**config.mk**
```make
export PLATFORM = sky130hd
export DESIGN_NAME = ea_seq_top
export DESIGN_NICKNAME = d
export VERILOG_FILES = /design/src/rtl/ea_seq_pkg.sv /design/src/rtl/ea_seq_dp.sv /design/src/rtl/ea_seq_ctrl.sv /design/src/rtl/ea_seq_top.sv
export SDC_FILE = /design/constraint.sdc
export NUM_CORES = 1
export LEC_CHECK = 0
export BUFFER_PORTS_ARGS = -buffer_cell sky130_fd_sc_hd__buf_4
export CAP_MARGIN = 20
export CORE_MARGIN = 1.5
export CORE_UTILIZATION = 49
export DETAILED_ROUTE_END_ITERATION = 7
export PLACE_DENSITY_LB_ADDON = 0.15
export SYNTH_ARGS = -nofsm -noshare
export SYNTH_HDL_FRONTEND = slang
export SYNTH_SLANG_ARGS = --single-unit
```
**constraint.sdc**
```tcl
create_clock -name clk -period 1.8 [get_ports clk]
set_input_delay 0.18 -clock clk [delete_from_list [all_inputs] [get_ports clk]]
set_output_delay 0.18 -clock clk [all_outputs]
set_load 0.01 [all_outputs]
```
**src/rtl/ea_seq_pkg.sv**
```systemverilog
package ea_seq_pkg;
  typedef enum logic [2:0] {
    ST_IDLE, ST_FIRST, ST_SECOND, ST_INDIR, ST_INDEX, ST_DONE
  } seq_state_e;

  typedef enum logic [1:0] {
    ADR_IAR, ADR_BASE, ADR_TAG
  } addr_sel_e;

  typedef struct packed {
    logic      loadIar;
    logic      incIar;
    logic      loadIr;
    logic      baseFromIar;
    logic      baseFromMem;
    logic      loadIdx;
    logic      clrIdx;
    logic      rd;
    addr_sel_e addrSel;
  } dp_ctrl_t;
endpackage

```
**src/rtl/ea_seq_dp.sv**
```systemverilog
module ea_seq_dp
  import ea_seq_pkg::*;
#(
  parameter int WORD_W = 16
) (
  input  logic              clk,
  input  logic              rstN,
  input  dp_ctrl_t          ctrl,
  input  logic [WORD_W-1:0] startAddr,
  input  logic [WORD_W-1:0] memData,
  output logic [WORD_W-1:0] memAddr,
  output logic [WORD_W-1:0] eaOut,
  output logic [WORD_W-1:0] iarOut,
  output logic [WORD_W-1:0] irOut
);
  localparam int TAG_LO = WORD_W - 8;

  logic [WORD_W-1:0] iarQ, irQ, baseQ, idxQ;

  always_ff @(posedge clk) begin
    if (!rstN) begin
      iarQ  <= '0;
      irQ   <= '0;
      baseQ <= '0;
      idxQ  <= '0;
    end else begin
      if (ctrl.loadIar)      iarQ  <= startAddr;
      else if (ctrl.incIar)  iarQ  <= iarQ + 1'b1;
      if (ctrl.loadIr)       irQ   <= memData;
      if (ctrl.baseFromIar)  baseQ <= iarQ + 1'b1;
      else if (ctrl.baseFromMem) baseQ <= memData;
      if (ctrl.clrIdx)       idxQ  <= '0;
      else if (ctrl.loadIdx) idxQ  <= memData;
    end
  end

  always_comb begin
    unique case (ctrl.addrSel)
      ADR_BASE: memAddr = baseQ;
      ADR_TAG:  memAddr = {{(WORD_W-2){1'b0}}, irQ[TAG_LO+1:TAG_LO]};
      default:  memAddr = iarQ;
    endcase
  end

  assign eaOut  = baseQ + idxQ;
  assign iarOut = iarQ;
  assign irOut  = irQ;
endmodule

```
**src/rtl/ea_seq_ctrl.sv**
```systemverilog
module ea_seq_ctrl
  import ea_seq_pkg::*;
#(
  parameter int WORD_W = 16
) (
  input  logic              clk,
  input  logic              rstN,
  input  logic              start,
  input  logic              memRdy,
  input  logic [WORD_W-1:0] memData,
  input  logic [WORD_W-1:0] irWord,
  output dp_ctrl_t          ctrl,
  output logic              busy,
  output logic              done
);
  localparam int LONG_B = WORD_W - 6;
  localparam int TAG_LO = WORD_W - 8;
  localparam int IND_B  = WORD_W - 9;

  seq_state_e stateQ, stateD;

  logic newLong, newInd, curInd;
  logic [1:0] newTag, curTag;

  assign newLong = memData[LONG_B];
  assign newInd  = memData[IND_B];
  assign newTag  = memData[TAG_LO+1:TAG_LO];
  assign curInd  = irWord[IND_B];
  assign curTag  = irWord[TAG_LO+1:TAG_LO];

  always_ff @(posedge clk) begin
    if (!rstN) stateQ <= ST_IDLE;
    else       stateQ <= stateD;
  end

  always_comb begin
    stateD = stateQ;
    ctrl   = '0;
    ctrl.addrSel = ADR_IAR;
    unique case (stateQ)
      ST_IDLE: begin
        if (start) begin
          ctrl.loadIar = 1'b1;
          ctrl.clrIdx  = 1'b1;
          stateD       = ST_FIRST;
        end
      end
      ST_FIRST: begin
        ctrl.rd = 1'b1;
        if (memRdy) begin
          ctrl.loadIr = 1'b1;
          ctrl.incIar = 1'b1;
          if (newLong) stateD = ST_SECOND;
          else begin
            ctrl.baseFromIar = 1'b1;
            stateD = (newTag != 2'd0) ? ST_INDEX : ST_DONE;
          end
        end
      end
      ST_SECOND: begin
        ctrl.rd = 1'b1;
        if (memRdy) begin
          ctrl.incIar      = 1'b1;
          ctrl.baseFromMem = 1'b1;
          if (curInd)               stateD = ST_INDIR;
          else if (curTag != 2'd0)  stateD = ST_INDEX;
          else                      stateD = ST_DONE;
        end
      end
      ST_INDIR: begin
        ctrl.rd      = 1'b1;
        ctrl.addrSel = ADR_BASE;
        if (memRdy) begin
          ctrl.baseFromMem = 1'b1;
          stateD = (curTag != 2'd0) ? ST_INDEX : ST_DONE;
        end
      end
      ST_INDEX: begin
        ctrl.rd      = 1'b1;
        ctrl.addrSel = ADR_TAG;
        if (memRdy) begin
          ctrl.loadIdx = 1'b1;
          stateD       = ST_DONE;
        end
      end
      ST_DONE: stateD = ST_IDLE;
      default: stateD = ST_IDLE;
    endcase
  end

  assign busy = (stateQ != ST_IDLE);
  assign done = (stateQ == ST_DONE);
endmodule

```
**src/rtl/ea_seq_top.sv**
```systemverilog
module ea_seq_top
  import ea_seq_pkg::*;
#(
  parameter int WORD_W = 16
) (
  input  logic              clk,
  input  logic              rstN,
  input  logic              start,
  input  logic [WORD_W-1:0] startAddr,
  output logic              memRd,
  output logic [WORD_W-1:0] memAddr,
  input  logic              memRdy,
  input  logic [WORD_W-1:0] memData,
  output logic              busy,
  output logic              done,
  output logic [WORD_W-1:0] eaOut,
  output logic [4:0]        opOut,
  output logic              longOut,
  output logic              indOut,
  output logic [1:0]        tagOut,
  output logic [WORD_W-1:0] iarOut
);
  localparam int OP_LO = WORD_W - 5;

  dp_ctrl_t          ctrl;
  logic [WORD_W-1:0] irWord;

  ea_seq_ctrl #(.WORD_W(WORD_W)) u_ctrl (
    .clk(clk), .rstN(rstN), .start(start), .memRdy(memRdy),
    .memData(memData), .irWord(irWord), .ctrl(ctrl),
    .busy(busy), .done(done)
  );

  ea_seq_dp #(.WORD_W(WORD_W)) u_dp (
    .clk(clk), .rstN(rstN), .ctrl(ctrl), .startAddr(startAddr),
    .memData(memData), .memAddr(memAddr), .eaOut(eaOut),
    .iarOut(iarOut), .irOut(irWord)
  );

  assign memRd   = ctrl.rd;
  assign opOut   = irWord[WORD_W-1:OP_LO];
  assign longOut = irWord[OP_LO-1];
  assign tagOut  = irWord[OP_LO-2:OP_LO-3];
  assign indOut  = irWord[OP_LO-4];
endmodule

```
==> summary.txt, run 1 <==
clock slew seen by the registers of the worst setup and hold paths: 80 ps
Worst IR Drop VDD: 0.382 mV
Overall Global Routing Usage: 0.310
slew of the pin with the lowest slew margin: 559 ps
post-layout util: 0.769
slowest cell on the critical path: sky130_fd_sc_hd__dfxtp_2
initial antenna violation count: 0
kind of cell adding the most delay to the critical path: compound AO/OA/AOI/OAI gates
Port Buffers: 95
length of the first detailed-routing pass in iterations: 5
full die area: 8740 um^2
internal cell power: 2.51 mW
normalized max-slew margin: 0.624
max-slew violation count: 0
clock root buffer master: sky130_fd_sc_hd__clkbuf_8
Hold Buf Count CTS: 0
Psw: 1.38 mW
sequential share of power: 0.382
final-report hold violation count: 0
total vias in the final route: 4864
final setup TNS: -7030 ps
antenna diode instance count: 0
via density per instance: 6.03
HPWL reported at the end of detailed placement: 9830 um
first-pass GRT wire length: 21100 um
remaining antenna violation count after routing: 0
leakage power: 2.58 nW
sequence of cells on the critical path: ha_4 > inv_2 > fa_2 > nor2b_4 > o211ai_1 > a311oi_2 > o32ai_1 > xnor2_1 > buf_4
fraction of power spent switching nets: 0.354
number of enable flip-flop cells after synthesis: 0
Unique masters post-synth: 60
number of clock sinks: 60
std cell rows: 32
arrival time of data at the critical path endpoint: 2380 ps
part of the cycle the worst path needs: 1.42
#FFs+latches synth: 60
Buf/Inv on CP: 2
number of warning messages in the yosys log: 0
HP Class: input port to flip-flop
height of the die: 93.5 um
routed length per placed instance: 18.2 um
boundary pin count: 96
total power per unit cell area: 647 nW/um^2
Remaining Overflow, GRT: 0
core area: 7810 um^2
worst setup timing slack at the placement stage: -396 ps
clock group share of total power: 0.303
RSZ-0062 raised after global routing: yes
area growth from synthesis to layout: 49.7%
Filler Cells Inserted: 559
summed instance area of the synthesized netlist: 4010 um^2
startpoint-to-endpoint class of the critical path: flip-flop to output port
drt first-iter violations: 422
Max clock buf depth: 2
Nets: 752
violated checks: setup timing
net count of the mapped netlist: 592
async set-reset flop share out of synthesis: 0
total wirelength of the detailed-routed design: 14700 um
top fanout value on the critical path: 3
average size of a mapped cell: 7.44 um^2
critical path data required time: 1620 ps
CTS tree: done
number of global-route vias before repair: 4416
number of instances in the synthesized netlist: 539
Clock Latency Late Sink: 350 ps
Final GP Congestion: 0.929
fraction of final layout cells sized beyond drive strength 1: 0.388
sequential element share of the synthesized area: 0.299
Sequential Area: 1220 um^2
count of max-cap constraint violations: 0
Worst setup EP type: output port
final worst clock skew: 7.57 ps
final critical path time including I/O delays and setup: 2560 ps
DRC Markers: 0
pin count of the biggest net entering global routing: 22
width of the die: 93.5 um
most instantiated flip-flop cell in the synthesis netlist: sky130_fd_sc_hd__dfxtp_1
multi-input logic area: 2870 um^2
total clock buffers created by CTS: 9
Critical Path Start Type: flip-flop
stage delay of the slowest cell on the critical path: 340 ps
final setup violation count: 23
maximum level of the CTS H-tree: 3
f_max: 0.391 GHz
combinational share of power: 0.316
status: finished, violations left
worst-case setup margin in the final layout: -757 ps
Starting Density: 0.514
## cells in the mapped netlist, types with 4 or more instances
| cell | count | share of area |
|---|---|---|
| sky130_fd_sc_hd__a211oi_1 | 6 | 0.011 |
| sky130_fd_sc_hd__a311oi_1 | 11 | 0.024 |
| sky130_fd_sc_hd__inv_1 | 15 | 0.014 |
| sky130_fd_sc_hd__nor2_1 | 37 | 0.035 |
| sky130_fd_sc_hd__o21ai_0 | 33 | 0.041 |
| sky130_fd_sc_hd__nand3_1 | 14 | 0.017 |
| sky130_fd_sc_hd__xnor2_1 | 22 | 0.048 |
| sky130_fd_sc_hd__ha_1 | 16 | 0.050 |
| sky130_fd_sc_hd__clkbuf_1 | 17 | 0.016 |
| sky130_fd_sc_hd__nor3_1 | 7 | 0.0087 |
| sky130_fd_sc_hd__and3_1 | 9 | 0.014 |
| sky130_fd_sc_hd__dfxtp_1 | 60 | 0.30 |
| sky130_fd_sc_hd__a221oi_1 | 4 | 0.0087 |
| sky130_fd_sc_hd__o22ai_1 | 13 | 0.020 |
| sky130_fd_sc_hd__o211ai_1 | 4 | 0.0075 |
| sky130_fd_sc_hd__xor2_1 | 8 | 0.017 |
| sky130_fd_sc_hd__nand2_1 | 94 | 0.088 |
| sky130_fd_sc_hd__nand4_1 | 4 | 0.0062 |
| sky130_fd_sc_hd__and2_1 | 5 | 0.0078 |
| sky130_fd_sc_hd__a21oi_1 | 77 | 0.096 |
| sky130_fd_sc_hd__a31oi_1 | 6 | 0.0094 |
| sky130_fd_sc_hd__buf_2 | 11 | 0.014 |
| sky130_fd_sc_hd__buf_6 | 4 | 0.011 |
| sky130_fd_sc_hd__a21o_1 | 4 | 0.0075 |
| sky130_fd_sc_hd__o21a_1 | 5 | 0.0094 |
## per-stage QoR
step,std cells,total power [mW],hold slack (ps),area [um^2]
final,806,3.89,65.4,6010
after global routing,806,4.07,63.6,6010
after CTS,790,3.75,59.3,5600
after detailed placement,768,2.56,426,5200
after global placement,768,2.55,425,5200
after floorplan,539,2.07,308,4030
## flip-flops by register name, indices dropped and copies added (netlist names)
| signal | flops |
|---|---|
| u_dp.iarOut | 16 |
| u_dp.baseQ | 16 |
| u_dp.irOut | 9 |
| u_dp.idxQ | 16 |
| u_ctrl.stateQ | 3 |
## routing by layer
| layer | vias up | global-route usage | routed length (um) |
|---|---|---|---|
| li1 | 2249 | - | - |
| met3 | 53 | 0.0463 | 1190 |
| met2 | 274 | 0.518 | 7120 |
| met1 | 2288 | 0.399 | 5810 |
| met5 | - | 0 | 0 |
| met4 | 0 | 0.119 | 543 |
## area by class of cell
type,count,share of cell area
clock buffer,9,0.0206
clock inverter,7,0.0100
inverter,15,0.00938
multi-input combinational,426,0.478
sequential,60,0.204
tap,102,0.0212
timing repair buffer,187,0.257
## power by group through the flow
stage	sequential, mW	clock, mW	combinational, mW
final	1.48	1.18	1.23
after CTS	1.48	1.19	1.09
after floorplan	1.52	0	0.544
after global placement	1.51	0	1.04
after detailed placement	1.51	0	1.05
after global routing	1.49	1.26	1.32
## logic make-up (layout without fill, tap and decap cells)
logic type                 Yosys count  count (layout)  share of synthesized area
muxes                                4               4                     0.0103
adders and majority gates           17              17                     0.0549
and+or+nand+nor                    191             191                      0.218
xor gates and xnor gates            30              30                     0.0655
DFF                                 60              60                      0.299
AOI/OAI and AO/OA                  184             184                      0.283
buffers and inverters               53             218                     0.0686
## cells in the final DEF (no fill, tap or decap), drive strengths merged, types with 3 or more instances in the layout
master / netlist / routed
a211oi: 7 / 7
a31oi: 6 / 6
and3: 11 / 11
o211ai: 4 / 4
a21o: 4 / 4
nand4: 4 / 4
a221oi: 4 / 4
o21ai: 33 / 33
ha: 16 / 16
a311oi: 11 / 11
xor2: 8 / 8
nand3: 14 / 14
o22ai: 13 / 13
o211a: 3 / 3
inv: 15 / 18
nor2: 38 / 38
nor2b: 4 / 4
dfxtp: 60 / 60
buf: 18 / 185
o21a: 5 / 5
clkbuf: 19 / 11
mux2i: 3 / 3
xnor2: 22 / 22
nor3: 7 / 7
clkinvlp: 0 / 3
nor4: 3 / 3
a21boi: 3 / 3
nand2: 95 / 95
and2: 6 / 6
a21oi: 77 / 77
## path summary, 6_finish.rpt
| kind | slack [ps] | to | startpoint | depth (start not counted) |
|---|---|---|---|---|
| max | -760 | eaOut[14] | u_dp.baseQ[0] | 9 |
| min | 70 | u_dp.iarOut[0] | startAddr[0] | 2 |
| min reg2reg | 470 | u_dp.idxQ[12] | u_dp.idxQ[12] | 2 |
| max reg2reg | 70 | u_dp.baseQ[15] | u_dp.iarOut[2] | 5 |
## repair_timing
item / 4_1_cts / 5_1_grt
gates cloned: 0 / 2
pin swaps: 19 / 29
setup buffers: 6 / 17
resized for setup: 40 / 56
setup endpoints to repair: 32 / 32
(Power assumes the default switching activity.)
==> run 2, diff against run 1 <==
--- a/config.mk
+++ b/config.mk
@@ -7,10 +7,11 @@
 export LEC_CHECK = 0
 export BUFFER_PORTS_ARGS = -buffer_cell sky130_fd_sc_hd__buf_4
 export CAP_MARGIN = 20
-export CORE_MARGIN = 1.5
 export CORE_UTILIZATION = 49
 export DETAILED_ROUTE_END_ITERATION = 7
+export GPL_ROUTABILITY_DRIVEN = 0
 export PLACE_DENSITY_LB_ADDON = 0.15
+export SKIP_LAST_GASP = 1
 export SYNTH_ARGS = -nofsm -noshare
 export SYNTH_HDL_FRONTEND = slang
 export SYNTH_SLANG_ARGS = --single-unit
==> summary.txt, run 2 (synthesis gave the netlist of run 1 again) <==
status: finished, violations left
violated checks: setup timing
number of clock sinks: 60
Nets: 745
wire length on met2: 7080 um
height of the die: 92.5 um
Hold Buf Count CTS: 0
HP Class: input port to flip-flop
antenna diode instance count: 0
top fanout value on the critical path: 3
worst hold-check slack: 51.2 ps
top layer in use: met4
Remaining Overflow, GRT: 0
kind of cell adding the most delay to the critical path: compound AO/OA/AOI/OAI gates
final worst clock skew: 7.58 ps
pin count of the biggest net entering global routing: 31
total power: 3.97 mW
CTS tree: done
Critical Path Start Type: flip-flop
clock slew seen by the registers of the worst setup and hold paths: 80 ps
core area: 7810 um^2
Port Buffers: 95
Worst IR Drop VDD: 0.547 mV
fraction of final layout cells sized beyond drive strength 1: 0.376
area growth from synthesis to layout: 47.4%
drt first-iter violations: 423
worst-case setup margin in the final layout: -657 ps
initial antenna violation count: 0
sequence of cells on the critical path: ha_4 > inv_2 > fa_2 > nor2b_2 > o211ai_1 > a311oi_2 > o32ai_1 > xnor2_1 > buf_4
maximum level of the CTS H-tree: 3
Clock Latency Late Sink: 360 ps
Worst setup EP type: output port
remaining antenna violation count after routing: 0
Starting Density: 0.514
final-report hold violation count: 0
normalized max-slew margin: 0.628
Post-DP Area: 5180 um^2
Filler Cells Inserted: 597
count of max-cap constraint violations: 0
total clock buffers created by CTS: 9
final setup TNS: -6740 ps
Max clock buf depth: 2
HPWL reported at the end of detailed placement: 9640 um
total vias in the final route: 4927
width of the die: 92.5 um
part of the cycle the worst path needs: 1.37
most frequent cells in the layout: sky130_fd_sc_hd__buf_4 (165), sky130_fd_sc_hd__nand2_1 (91), sky130_fd_sc_hd__a21oi_1 (75), sky130_fd_sc_hd__dfxtp_1 (52), sky130_fd_sc_hd__nor2_1 (33)
clock root buffer master: sky130_fd_sc_hd__clkbuf_8
Buf/Inv on CP: 2
final critical path time including I/O delays and setup: 2460 ps
routed metal-1 wire length: 5600 um
max-slew violation count: 0
most common cell after layout, fill and taps aside: sky130_fd_sc_hd__buf_4
Overall Global Routing Usage: 0.320
total power per unit cell area: 672 nW/um^2
slowest cell on the critical path: sky130_fd_sc_hd__o32ai_1
total wirelength of the detailed-routed design: 14500 um
number of global-route vias before repair: 4584
post-route standard cell area excluding fillers: 5910 um^2
first-pass GRT wire length: 21600 um
met3 wire len: 1240 um
via density per instance: 6.17
post-layout util: 0.757
boundary pin count: 96
slew of the pin with the lowest slew margin: 552 ps
leakage power: 2.54 nW
startpoint-to-endpoint class of the critical path: flip-flop to output port
arrival time of data at the critical path endpoint: 2280 ps
RSZ-0062 raised after global routing: yes
f_max: 0.407 GHz
critical path data required time: 1620 ps
length of the first detailed-routing pass in iterations: 6
final setup violation count: 18
DRC Markers: 0
full die area: 8550 um^2
std cell rows: 32
stage delay of the slowest cell on the critical path: 370 ps
routed length per placed instance: 18.2 um
==> run 2: cell count changes in the layout (fill, tap and decap cells not counted), sizes merged <==
cell,before,now
clkinvlp,3,2
bufinv,0,1
nand2,95,96
buf,185,178
clkbuf,11,10
clkinv,1,3
inv,18,16
==> run 2: worst register-to-register path, stage by stage (launching register included) <==
cell	delay, ps
sky130_fd_sc_hd__dfxtp_1	410
sky130_fd_sc_hd__and3_1	240
sky130_fd_sc_hd__and3_1	350
sky130_fd_sc_hd__and3_4	270
sky130_fd_sc_hd__xnor2_1	120
sky130_fd_sc_hd__a211oi_2	250
==> run 2: timing repair <==
item | CTS | global route
resized for setup | 43 | 44
endpoints found under the setup margin | 30 | 34
pin swaps | 20 | 15
buffers inserted | 3 | 14
hold endpoints to repair | 0 | 0
cloned | 0 | 2
==> run 2: area by class of cell <==
class | instances | area [um^2] | area share
Timing Repair Buffer | 179 | 1440 | 0.243
Clock inverter | 7 | 76.3 | 0.0129
Tap cell | 102 | 128 | 0.0216
Sequential cell | 60 | 1220 | 0.206
Multi-Input combinational cell | 427 | 2870 | 0.486
Clock buffer | 9 | 124 | 0.0210
Inverter | 15 | 56.3 | 0.00952
==> run 2: path summary, 6_finish.rpt <==
| check | slack [ps] | end | from | cells after the start |
|---|---|---|---|---|
| max | -660 | eaOut[14] | u_dp.baseQ[0] | 9 |
| min | 50 | u_dp.iarOut[0] | startAddr[0] | 2 |
| max reg2reg | 80 | u_dp.baseQ[15] | u_dp.iarOut[2] | 5 |
| min reg2reg | 470 | u_dp.idxQ[13] | u_dp.idxQ[13] | 2 |
==> run 2: metal layers <==
| layer | track usage | vias to the layer above |
|---|---|---|
| met5 | 0 | - |
| met1 | 0.385 | 2327 |
| met4 | 0.141 | 0 |
| met3 | 0.0673 | 66 |
| met2 | 0.546 | 295 |
| li1 | - | 2239 |
==> run 2: where the power goes <==
group	leakage [nW]	internal, mW	switching [mW]	total, mW
clock network	0.0958	0.645	0.636	1.28
registers	0.493	1.40	0.0872	1.49
logic	1.95	0.570	0.632	1.20
total	2.54	2.62	1.36	3.97
==> run 2: per-stage QoR <==
step	setup WS, ps	cells
after floorplan	-193	539
after global placement	-276	767
after detailed placement	-363	767
after CTS	-683	786
after global routing	-780	799
final	-657	799
